## config.mk

```make
export PLATFORM = sky130hd
export DESIGN_NAME = kbc_host_decoder
export DESIGN_NICKNAME = d
export VERILOG_FILES = /design/src/rtl/kbc_pkg.sv /design/src/rtl/kbc_cmd_ctrl.sv /design/src/rtl/kbc_cmd_datapath.sv /design/src/rtl/kbc_host_decoder.sv
export SDC_FILE = /design/constraint.sdc
export NUM_CORES = 1
export LEC_CHECK = 0
export BUFFER_PORTS_ARGS = -buffer_cell sky130_fd_sc_hd__buf_2
export CELL_PAD_IN_SITES_DETAIL_PLACEMENT = 1
export CELL_PAD_IN_SITES_GLOBAL_PLACEMENT = 1
export CORE_MARGIN = 10
export CORE_UTILIZATION = 38
export DETAILED_ROUTE_END_ITERATION = 10
export PLACE_DENSITY_LB_ADDON = 0.15
export RECOVER_POWER = 100
export SYNTH_ARGS = -nofsm -noshare
export SYNTH_HDL_FRONTEND = slang
export SYNTH_SLANG_ARGS = --single-unit
```

## constraint.sdc

```tcl
create_clock -name clk -period 2.65 [get_ports clk]
set_input_delay 0 -clock clk [delete_from_list [all_inputs] [get_ports clk]]
set_output_delay 0 -clock clk [all_outputs]
set_load 0.1 [all_outputs]
```

## src/rtl/kbc_pkg.sv

```systemverilog
package kbc_pkg;
  localparam int BYTE_W = 8;

  localparam logic [BYTE_W-1:0] MODE_RST   = 8'h03;
  localparam logic [BYTE_W-1:0] STATUS_RST = 8'h18;
  localparam logic [BYTE_W-1:0] OUTP_RST   = 8'hCF;

  localparam int MODE_KBD_DIS_BIT = 4;
  localparam int MODE_AUX_DIS_BIT = 5;
  localparam int OUTP_A20_BIT     = 1;
  localparam int OUTP_RUN_BIT     = 0;
  localparam int STAT_TEST_BIT    = 2;

  localparam logic [BYTE_W-1:0] C_RD_MODE   = 8'h20;
  localparam logic [BYTE_W-1:0] C_WR_MODE   = 8'h60;
  localparam logic [BYTE_W-1:0] C_AUX_OFF   = 8'hA7;
  localparam logic [BYTE_W-1:0] C_AUX_ON    = 8'hA8;
  localparam logic [BYTE_W-1:0] C_AUX_TEST  = 8'hA9;
  localparam logic [BYTE_W-1:0] C_SELFTEST  = 8'hAA;
  localparam logic [BYTE_W-1:0] C_KBD_TEST  = 8'hAB;
  localparam logic [BYTE_W-1:0] C_KBD_OFF   = 8'hAD;
  localparam logic [BYTE_W-1:0] C_KBD_ON    = 8'hAE;
  localparam logic [BYTE_W-1:0] C_RD_INP    = 8'hC0;
  localparam logic [BYTE_W-1:0] C_RD_OUTP   = 8'hD0;
  localparam logic [BYTE_W-1:0] C_WR_OUTP   = 8'hD1;
  localparam logic [BYTE_W-1:0] C_ECHO_KBD  = 8'hD2;
  localparam logic [BYTE_W-1:0] C_ECHO_AUX  = 8'hD3;
  localparam logic [BYTE_W-1:0] C_TO_AUX    = 8'hD4;
  localparam logic [BYTE_W-1:0] C_A20_LOW   = 8'hDD;
  localparam logic [BYTE_W-1:0] C_A20_HIGH  = 8'hDF;

  localparam logic [BYTE_W-1:0] SELFTEST_OK = 8'h55;
  localparam logic [BYTE_W-1:0] INPORT_VAL  = 8'h80;
  localparam logic [BYTE_W-1:0] TEST_OK     = 8'h00;

  typedef enum logic [1:0] {
    SRC_CONST,
    SRC_MODE,
    SRC_OUTP,
    SRC_WDATA
  } rspSrc_e;

  typedef struct packed {
    logic              rspEn;
    rspSrc_e           rspSrc;
    logic [BYTE_W-1:0] rspConst;
    logic              rspAux;
    logic              modeLoad;
    logic              kbdDisSet;
    logic              kbdDisClr;
    logic              auxDisSet;
    logic              auxDisClr;
    logic              outpLoad;
    logic              a20Set;
    logic              a20Clr;
    logic              selfTestSet;
    logic              kbdTx;
    logic              auxTx;
    logic              resetPulse;
    logic              errPulse;
  } ctrlStrb_t;
endpackage

```

## src/rtl/kbc_cmd_ctrl.sv

```systemverilog
module kbc_cmd_ctrl
  import kbc_pkg::*;
(
  input  logic              clk,
  input  logic              rstN,
  input  logic              wrEn,
  input  logic              wrCmd,
  input  logic [BYTE_W-1:0] wrData,
  output ctrlStrb_t         strb
);
  localparam logic [3:0] PULSE_NIB = 4'hF;

  logic [BYTE_W-1:0] pendCmd;
  logic              isArming;

  always_comb begin
    isArming = (wrData == C_WR_MODE)  || (wrData == C_WR_OUTP) ||
               (wrData == C_ECHO_KBD) || (wrData == C_ECHO_AUX) ||
               (wrData == C_TO_AUX);
  end

  always_ff @(posedge clk) begin
    if (!rstN) begin
      pendCmd <= '0;
    end else if (wrEn && wrCmd && isArming) begin
      pendCmd <= wrData;
    end else if (wrEn && !wrCmd) begin
      pendCmd <= '0;
    end
  end

  always_comb begin
    strb = '0;
    if (wrEn && wrCmd) begin
      if (wrData[BYTE_W-1 -: 4] == PULSE_NIB) begin
        strb.resetPulse = !wrData[0];
      end else begin
        unique case (wrData)
          C_RD_MODE: begin
            strb.rspEn  = 1'b1;
            strb.rspSrc = SRC_MODE;
          end
          C_RD_OUTP: begin
            strb.rspEn  = 1'b1;
            strb.rspSrc = SRC_OUTP;
          end
          C_SELFTEST: begin
            strb.rspEn       = 1'b1;
            strb.rspConst    = SELFTEST_OK;
            strb.selfTestSet = 1'b1;
          end
          C_AUX_TEST, C_KBD_TEST: begin
            strb.rspEn    = 1'b1;
            strb.rspConst = TEST_OK;
          end
          C_RD_INP: begin
            strb.rspEn    = 1'b1;
            strb.rspConst = INPORT_VAL;
          end
          C_AUX_OFF:  strb.auxDisSet = 1'b1;
          C_AUX_ON:   strb.auxDisClr = 1'b1;
          C_KBD_OFF:  strb.kbdDisSet = 1'b1;
          C_KBD_ON:   strb.kbdDisClr = 1'b1;
          C_A20_HIGH: strb.a20Set    = 1'b1;
          C_A20_LOW:  strb.a20Clr    = 1'b1;
          C_WR_MODE, C_WR_OUTP, C_ECHO_KBD, C_ECHO_AUX, C_TO_AUX: ;
          default:    strb.errPulse  = 1'b1;
        endcase
      end
    end else if (wrEn) begin
      unique case (pendCmd)
        C_WR_MODE: strb.modeLoad = 1'b1;
        C_WR_OUTP: begin
          strb.outpLoad   = 1'b1;
          strb.resetPulse = !wrData[OUTP_RUN_BIT];
        end
        C_ECHO_KBD: begin
          strb.rspEn  = 1'b1;
          strb.rspSrc = SRC_WDATA;
        end
        C_ECHO_AUX: begin
          strb.rspEn  = 1'b1;
          strb.rspSrc = SRC_WDATA;
          strb.rspAux = 1'b1;
        end
        C_TO_AUX: begin
          strb.auxTx     = 1'b1;
          strb.auxDisClr = 1'b1;
        end
        default: begin
          strb.kbdTx     = 1'b1;
          strb.kbdDisClr = 1'b1;
        end
      endcase
    end
  end

  AST_PEND_LEGAL: assert property (@(posedge clk) disable iff (!rstN)
    (pendCmd == '0) || (pendCmd == C_WR_MODE) || (pendCmd == C_WR_OUTP) ||
    (pendCmd == C_ECHO_KBD) || (pendCmd == C_ECHO_AUX) || (pendCmd == C_TO_AUX));
  AST_PEND_CLEAR: assert property (@(posedge clk) disable iff (!rstN)
    (wrEn && !wrCmd) |=> (pendCmd == '0));
  AST_ONE_TARGET: assert property (@(posedge clk) disable iff (!rstN)
    $onehot0({strb.rspEn, strb.kbdTx, strb.auxTx, strb.errPulse}));
endmodule

```

## src/rtl/kbc_cmd_datapath.sv

```systemverilog
module kbc_cmd_datapath
  import kbc_pkg::*;
(
  input  logic              clk,
  input  logic              rstN,
  input  ctrlStrb_t         strb,
  input  logic [BYTE_W-1:0] wrData,
  output logic [BYTE_W-1:0] statusByte,
  output logic [BYTE_W-1:0] modeByte,
  output logic [BYTE_W-1:0] outPort,
  output logic              resetReq,
  output logic              cmdError,
  output logic              rspValid,
  output logic [BYTE_W-1:0] rspData,
  output logic              rspAux,
  output logic              kbdTxValid,
  output logic [BYTE_W-1:0] kbdTxData,
  output logic              auxTxValid,
  output logic [BYTE_W-1:0] auxTxData
);
  logic [BYTE_W-1:0] rspNext;

  always_comb begin
    unique case (strb.rspSrc)
      SRC_MODE:  rspNext = modeByte;
      SRC_OUTP:  rspNext = outPort;
      SRC_WDATA: rspNext = wrData;
      default:   rspNext = strb.rspConst;
    endcase
  end

  always_ff @(posedge clk) begin
    if (!rstN) begin
      modeByte <= MODE_RST;
    end else if (strb.modeLoad) begin
      modeByte <= wrData;
    end else begin
      if (strb.kbdDisSet) modeByte[MODE_KBD_DIS_BIT] <= 1'b1;
      if (strb.kbdDisClr) modeByte[MODE_KBD_DIS_BIT] <= 1'b0;
      if (strb.auxDisSet) modeByte[MODE_AUX_DIS_BIT] <= 1'b1;
      if (strb.auxDisClr) modeByte[MODE_AUX_DIS_BIT] <= 1'b0;
    end
  end

  always_ff @(posedge clk) begin
    if (!rstN) begin
      outPort <= OUTP_RST;
    end else if (strb.outpLoad) begin
      outPort <= wrData;
    end else if (strb.a20Set) begin
      outPort[OUTP_A20_BIT] <= 1'b1;
    end else if (strb.a20Clr) begin
      outPort[OUTP_A20_BIT] <= 1'b0;
    end
  end

  always_ff @(posedge clk) begin
    if (!rstN) begin
      statusByte <= STATUS_RST;
    end else if (strb.selfTestSet) begin
      statusByte[STAT_TEST_BIT] <= 1'b1;
    end
  end

  always_ff @(posedge clk) begin
    if (!rstN) begin
      rspValid   <= 1'b0;
      rspData    <= '0;
      rspAux     <= 1'b0;
      kbdTxValid <= 1'b0;
      kbdTxData  <= '0;
      auxTxValid <= 1'b0;
      auxTxData  <= '0;
      resetReq   <= 1'b0;
      cmdError   <= 1'b0;
    end else begin
      rspValid   <= strb.rspEn;
      kbdTxValid <= strb.kbdTx;
      auxTxValid <= strb.auxTx;
      resetReq   <= strb.resetPulse;
      cmdError   <= strb.errPulse;
      if (strb.rspEn) begin
        rspData <= rspNext;
        rspAux  <= strb.rspAux;
      end
      if (strb.kbdTx) kbdTxData <= wrData;
      if (strb.auxTx) auxTxData <= wrData;
    end
  end

  AST_SELFTEST_STICKY: assert property (@(posedge clk) disable iff (!rstN)
    statusByte[STAT_TEST_BIT] |=> statusByte[STAT_TEST_BIT]);
  AST_KBD_TX_ENABLES: assert property (@(posedge clk) disable iff (!rstN)
    kbdTxValid |-> !modeByte[MODE_KBD_DIS_BIT]);
  AST_AUX_TX_ENABLES: assert property (@(posedge clk) disable iff (!rstN)
    auxTxValid |-> !modeByte[MODE_AUX_DIS_BIT]);
  AST_ERR_KEEPS_MODE: assert property (@(posedge clk) disable iff (!rstN)
    cmdError |-> $stable(modeByte));
endmodule

```

## src/rtl/kbc_host_decoder.sv

```systemverilog
module kbc_host_decoder
  import kbc_pkg::*;
(
  input  logic              clk,
  input  logic              rstN,
  input  logic              wrEn,
  input  logic              wrCmd,
  input  logic [BYTE_W-1:0] wrData,
  output logic [BYTE_W-1:0] statusByte,
  output logic [BYTE_W-1:0] modeByte,
  output logic [BYTE_W-1:0] outPort,
  output logic              a20Gate,
  output logic              resetReq,
  output logic              cmdError,
  output logic              rspValid,
  output logic [BYTE_W-1:0] rspData,
  output logic              rspAux,
  output logic              kbdTxValid,
  output logic [BYTE_W-1:0] kbdTxData,
  output logic              auxTxValid,
  output logic [BYTE_W-1:0] auxTxData
);
  ctrlStrb_t strb;

  kbc_cmd_ctrl u_ctrl (
    .clk    (clk),
    .rstN   (rstN),
    .wrEn   (wrEn),
    .wrCmd  (wrCmd),
    .wrData (wrData),
    .strb   (strb)
  );

  kbc_cmd_datapath u_dp (
    .clk        (clk),
    .rstN       (rstN),
    .strb       (strb),
    .wrData     (wrData),
    .statusByte (statusByte),
    .modeByte   (modeByte),
    .outPort    (outPort),
    .resetReq   (resetReq),
    .cmdError   (cmdError),
    .rspValid   (rspValid),
    .rspData    (rspData),
    .rspAux     (rspAux),
    .kbdTxValid (kbdTxValid),
    .kbdTxData  (kbdTxData),
    .auxTxValid (auxTxValid),
    .auxTxData  (auxTxData)
  );

  assign a20Gate = outPort[OUTP_A20_BIT];

  AST_RESET_FROM_WRITE: assert property (@(posedge clk) disable iff (!rstN)
    resetReq |-> $past(wrEn));
  AST_ERR_FROM_CMD: assert property (@(posedge clk) disable iff (!rstN)
    cmdError |-> $past(wrEn && wrCmd));
  AST_KBD_FROM_DATA: assert property (@(posedge clk) disable iff (!rstN)
    kbdTxValid |-> $past(wrEn && !wrCmd));
endmodule

```

======== Word-level counts from Yosys, hierarchy flattened ========
Index checks and enable logic that the tools add are counted.
storage, ports and cells
  register bits ........................... 55
  input bits .............................. 12
  output and inout port bits .............. 55
  logic and storage cells ................. 111
operators by class
  equal/unequal tests ..................... 26
  muxes and demuxes ....................... 49
  bitwise gates (word level) .............. 2
  reductions and logical operators ........ 18
operators with widths
  kind                count
  $eq 8x8->1 const B  19
  $mux 1              30
  $mux 8              3
  $pmux 8 s3          1
  $mux 3              6
  $reduce_or 17->1    1
  $eq 8x7->1 const B  2
  $pmux 8 s2          1
  $mux 11             1
  $mux 2              5
  $reduce_bool 3->1   3
  $eq 8x6->1 const B  1
  $reduce_or 6->1     1
  $reduce_or 5->1     1
  $eq 2x2->1 const B  2
  $eq 4x4->1 const B  1
  $logic_or 1x1->1    4
  $mux 4              1
  $pmux 2 s2          1
  $logic_and 1x1->1   3
  $reduce_or 3->1     1
  $eq 2x1->1 const B  1
  $logic_not 1->1     2
  $not 1->1           2
  other kinds (2)     2

======== Depth between registers and ports, before layout ========
  word-level depth ........................ 7
  mapped depth ............................ 7
  mapped depth without buffers ............ 5

======== Hierarchy ========
Synthesis repeated with hierarchy kept, for this count alone.
unflattened totals
  cells, all modules ...................... 318
  area total of the unflattened synthesis .. 2,979.1 µm²
by module, submodules not included
  module            instances  cells each  area each (µm²)  sequential area each (µm²)
  kbc_cmd_datapath  1          180         1,971.9          940.9
  kbc_cmd_ctrl      1          137         999.7            160.2
  kbc_host_decoder  1          1           7.5              0.0

======== Worst setup path before layout ========
Ideal clock, no wire load.
  kind .................................... reg-to-reg
  start point ............................. register u_ctrl.pendCmd[2]
  end point ............................... register u_dp.rspData[6]
  library setup time ...................... 0.103 ns
  arrival time ............................ 1.782 ns
  required time ........................... 2.547 ns
  slack ................................... 0.764 ns
  cell stages (with the launch flop) ...... 7
  path buffers ............................ 2
  clock period less this slack ............ 1.886 ns
  path through ............................ dfxtp_1 -> or3b_1 -> buf_6 -> nor4_4 -> a211oi_2 -> buf_6 -> a2111oi_2
on the way
  word-level cells in the longest chain between the ends .. 7
  elaborated cells on any way between the ends .. 10
  classes of those cells .................. eq/ne: 5; mux: 4; reduce/logical: 1
RTL lines
  element                                          RTL line                RTL
  start, declared                                  kbc_cmd_ctrl.sv:13      logic [BYTE_W-1:0] pendCmd;
  start signal, assigned                           kbc_cmd_ctrl.sv:26      pendCmd <= wrData;
  $eq 8x8->1                                       kbc_cmd_ctrl.sv:71      unique case (pendCmd)
  $reduce_or 2->1 (no source line) *               --
  $mux 3 *                                         kbc_cmd_ctrl.sv:71
  $mux 3 *                                         kbc_cmd_ctrl.sv:70      end else if (wrEn) begin
  $mux 3 *                                         kbc_cmd_ctrl.sv:34      if (wrEn && wrCmd) begin
  $eq 2x2->1 / $eq 2x1->1 (equally long branches)  kbc_cmd_datapath.sv:24  unique case (strb.rspSrc)
  $pmux 8 s3                                       kbc_cmd_datapath.sv:24
  end signal, assigned                             kbc_cmd_datapath.sv:83  rspData <= rspNext;
  end, declared                                    kbc_cmd_datapath.sv:14  output logic [BYTE_W-1:0] rspData,
Every way passes the cells marked *; elsewhere a longest branch is shown, timed or not.
A chain may end at the register's enable or synchronous reset.

======== Final worst setup path ========
  start point ............................. register u_ctrl.pendCmd[2]
  end point ............................... register u_dp.outPort[3]
on the way
  word-level cells in the longest chain between the ends .. 4
RTL lines
  element               RTL line                RTL
  $eq 8x8->1            kbc_cmd_ctrl.sv:71
  $mux 1                kbc_cmd_ctrl.sv:71
  $mux 2                kbc_cmd_ctrl.sv:70
  $mux 1                kbc_cmd_ctrl.sv:34
  end signal, assigned  kbc_cmd_datapath.sv:49  outPort <= wrData;
  end, declared         kbc_cmd_datapath.sv:10  output logic [BYTE_W-1:0] outPort,
No other way between the ends.

==> flow_metrics.py <==
metrics = {
    "run_status": {
        "outcome": "complete, no violations",
    },
    "yosys": {
        "synthMostInstantiatedCell": "dfxtp_1",
        "synth_top_area_share_pct": 42.4,
        "synth.avg_cell_area_um2": 9.11,
        "ys_warn_count": 0,
        "synth_commonest_cells": "55 x dfxtp_1, 35 x mux2i_1, 35 x nor2_1, 23 x nand2_1, 12 x clkbuf_1",
        "synth_ff_type": "dfxtp_1",
        "synth.yosys.seq_area_share_pct": 42.4,
        "synth_area_um2": 2600,
        "synth_top_area_cell": "dfxtp_1",
        "synth_edf_count": 0,
        "synth-seq-cells": 55,
        "async_flop_share_pct": 0,
        "ys_types": 55,
        "synth_cells": 285,
        "synth_area_leaders": "dfxtp_1 42%, mux2i_1 13%, nor2_1 5.1%, nand2_1 3.3%, buf_4 2.9%",
    },
    "floorplan": {
        "io_pins": 67,
        "initial_core_util_pct": 38.7,
        "dieArea_um2": 10500,
        "rows": 30,
        "core_area_um2": 6720,
        "die_h_um": 103,
        "die_w_um": 103,
    },
    "setup_path": {
        "crit_family": "simple AND/OR/NAND/NOR gates",
        "worstSetupPathType": "flop to flop",
        "critPathMaxStageDelay_ns": 0.47,
        "cp.arrival_ns": 2.50,
        "crit_path_max_fanout": 6,
        "crit_buf_inv": 1,
        "cp_slowest_cell": "or3b_1",
        "worstSetupEndpointType": "flop",
        "crit_chain": "or3b_1, nor3_1, and3_1, clkbuf_1, mux2i_1, nand2_1",
        "crit_required_ns": 2.84,
        "cp-start-kind": "flop",
    },
    "clocking": {
        "numCtsBuffers": 5,
        "clockBufferDepth": 2,
        "postCtsSetupRepairBufs": 0,
        "cts_tree": "built",
        "clk_pin_slew_worst_paths_ns": 0.10,
        "cts-resized-gates": 0,
        "htreeDepth": 2,
        "clock_latency_ns": 0.31,
        "root_buffer": "clkbuf_8",
        "cts_sinks": 55,
        "hold_buffers": 0,
    },
    "routing": {
        "drt_iter0_drc": 104,
        "routed_wirelength_mm": 7.73,
        "ant_nets": 0,
        "num_vias": 2300,
        "drcViolationCount": 0,
        "avgRoutedWirePerCell_um": 18.7,
        "avgViaCountPerCell": 5.56,
        "drt_pass1_iterations": 4,
    },
    "placement": {
        "portBuffers": 59,
        "hpwl_mm": 5.37,
        "place_ws_ns": 0.576,
        "place_area_um2": 2890,
        "dp_cells": 406,
        "gp_congestion": 0.838,
    },
    "cells_and_area": {
        "final_core_util_pct": 43.5,
        "antenna-diode-count": 0,
        "area_growth_pct": 12.4,
        "final_cell_area_um2": 2920,
        "n_fill_cell": 838,
        "drive_above_1_share_pct": 8.68,
        "nNetsFinal": 345,
        "final_cells": 414,
    },
    "flow_run": {
        "maxCapViolCount": 0,
    },
    "sta": {
        "max_slew_margin_pct": 20.3,
        "tns_ns": 0,
        "layout_min_cycle_time_ns": 2.31,
        "finalClockSkew_ns": 0.00631,
        "finalHoldViolCount": 0,
        "period_share_pct": 87.1,
        "timing.final.ws_setup_ns": 0.342,
        "holdWs_ns": 0.0868,
        "drv_slew": 0,
        "rsz0062_at_grt": "no",
        "worst_pin_slew_ns": 1.20,
        "max_freq_mhz": 433,
        "finalSetupViolCount": 0,
    },
    "global_routing": {
        "met3_usage_pct": 4.02,
        "grt_util_met1_pct": 18.1,
        "overflow": 0,
        "grt_max_degree": 38,
        "antenna_found_initial": 0,
        "top_usage_layer": "met2",
        "grt_pass1_wl_mm": 12.7,
        "grt_usage_pct": 14.9,
        "grtUsageMet2_pct": 25.4,
        "grt_pass1_vias": 2459,
    },
    "pwr": {
        "swShare_pct": 28.4,
        "powerDensity_nw_per_um2": 562,
        "seqPwrFrac_pct": 51.1,
        "leakagePower_nw": 1.04,
        "p_comb_share_pct": 12.7,
        "clkPwrFrac_pct": 36.2,
        "p_int_mw": 1.18,
        "power_mw": 1.64,
        "p_switching_uw": 466,
        "ir_drop_uv": 260,
    },
    "worst_hold_path": {
        "hp-class": "primary input to flop",
    },
}
-- flip-flops by register name, summed over array words and instances, names as in the netlist, 8 cells and up --
name	cells
u_dp.auxTxData	8
u_dp.rspData	8
u_dp.outPort	8
u_dp.kbdTxData	8
u_ctrl.pendCmd	8
u_dp.modeByte	8
-- per-layer routing --
metal / wire length [um] / share of wire, % / vias up
met1: 3390 / 44 / 1129
li1: - / - / 1103
met3: 493 / 6.4 / 4
met2: 3800 / 49 / 64
met4: 47 / 0.61 / 0
met5: 0 / 0 / -
-- final timing paths --
check	start	endpoint	slack (ns)	depth (start not counted)
max	u_ctrl.pendCmd[2]	u_dp.outPort[3]	0.34	6
min reg2reg	u_dp.rspData[1]	u_dp.rspData[1]	0.46	2
min	wrData[2]	u_ctrl.pendCmd[2]	0.09	3
max reg2reg	u_ctrl.pendCmd[2]	u_dp.outPort[3]	0.34	6
-- final cells by class --
| cell class | instances | area (um2) | share of cell area, % |
|---|---|---|---|
| Sequential cell | 55 | 1100 | 37.7 |
| Inverter | 8 | 30.0 | 1.03 |
| Clock buffer | 6 | 82.6 | 2.83 |
| Timing Repair Buffer | 65 | 267 | 9.13 |
| Clock inverter | 2 | 38.8 | 1.33 |
| Multi-Input combinational cell | 198 | 1300 | 44.6 |
| Tap cell | 80 | 100 | 3.43 |
-- power groups by stage --
| stage | Combinational (mW) | Clock, mW | Sequential, mW |
|---|---|---|---|
| 6_report | 0.209 | 0.594 | 0.838 |
| 5_1_grt | 0.222 | 0.636 | 0.840 |
| 4_1_cts | 0.214 | 0.609 | 0.838 |
| 3_5_place_dp | 0.214 | 0 | 0.857 |
| 3_3_place_gp | 0.212 | 0 | 0.857 |
| 2_1_floorplan | 0.123 | 0 | 0.914 |
-- kinds of logic (layout without fill, tap and decap cells) --
logic type      count (synthesis)  count (layout)  synth area share [%]
flops                          55              55                  42.4
other cells                     2               7                 0.289
simple gates                  115             115                  24.4
compound gates                 41              41                  11.8
buf+inv                        37              81                  7.66
mux                            35              35                  13.5
-- tightest hold or removal path: stages --
cell     delay (ns)
buf_2          0.20
nand2_1        0.09
mux2i_1        0.06
-- cells in the final DEF, fill, tap and decap left out, drive strengths merged, types with 3 or more instances in the layout --
| cell | synthesis | routed |
|---|---|---|
| nand2b | 3 | 3 |
| clkbuf | 13 | 59 |
| nand3 | 11 | 11 |
| mux2i | 35 | 35 |
| a21oi | 9 | 9 |
| a222oi | 3 | 3 |
| conb | 2 | 7 |
| nor3 | 11 | 11 |
| nor4 | 6 | 6 |
| nand2 | 23 | 23 |
| a211oi | 5 | 5 |
| nand3b | 3 | 3 |
| o21ai | 5 | 5 |
| nor2b | 4 | 4 |
| buf | 16 | 12 |
| inv | 8 | 9 |
| dfxtp | 55 | 55 |
| nor2 | 35 | 35 |
| nand4 | 4 | 4 |
| or4b | 4 | 4 |
No activity file was read; power rests on OpenSTA's default activity.
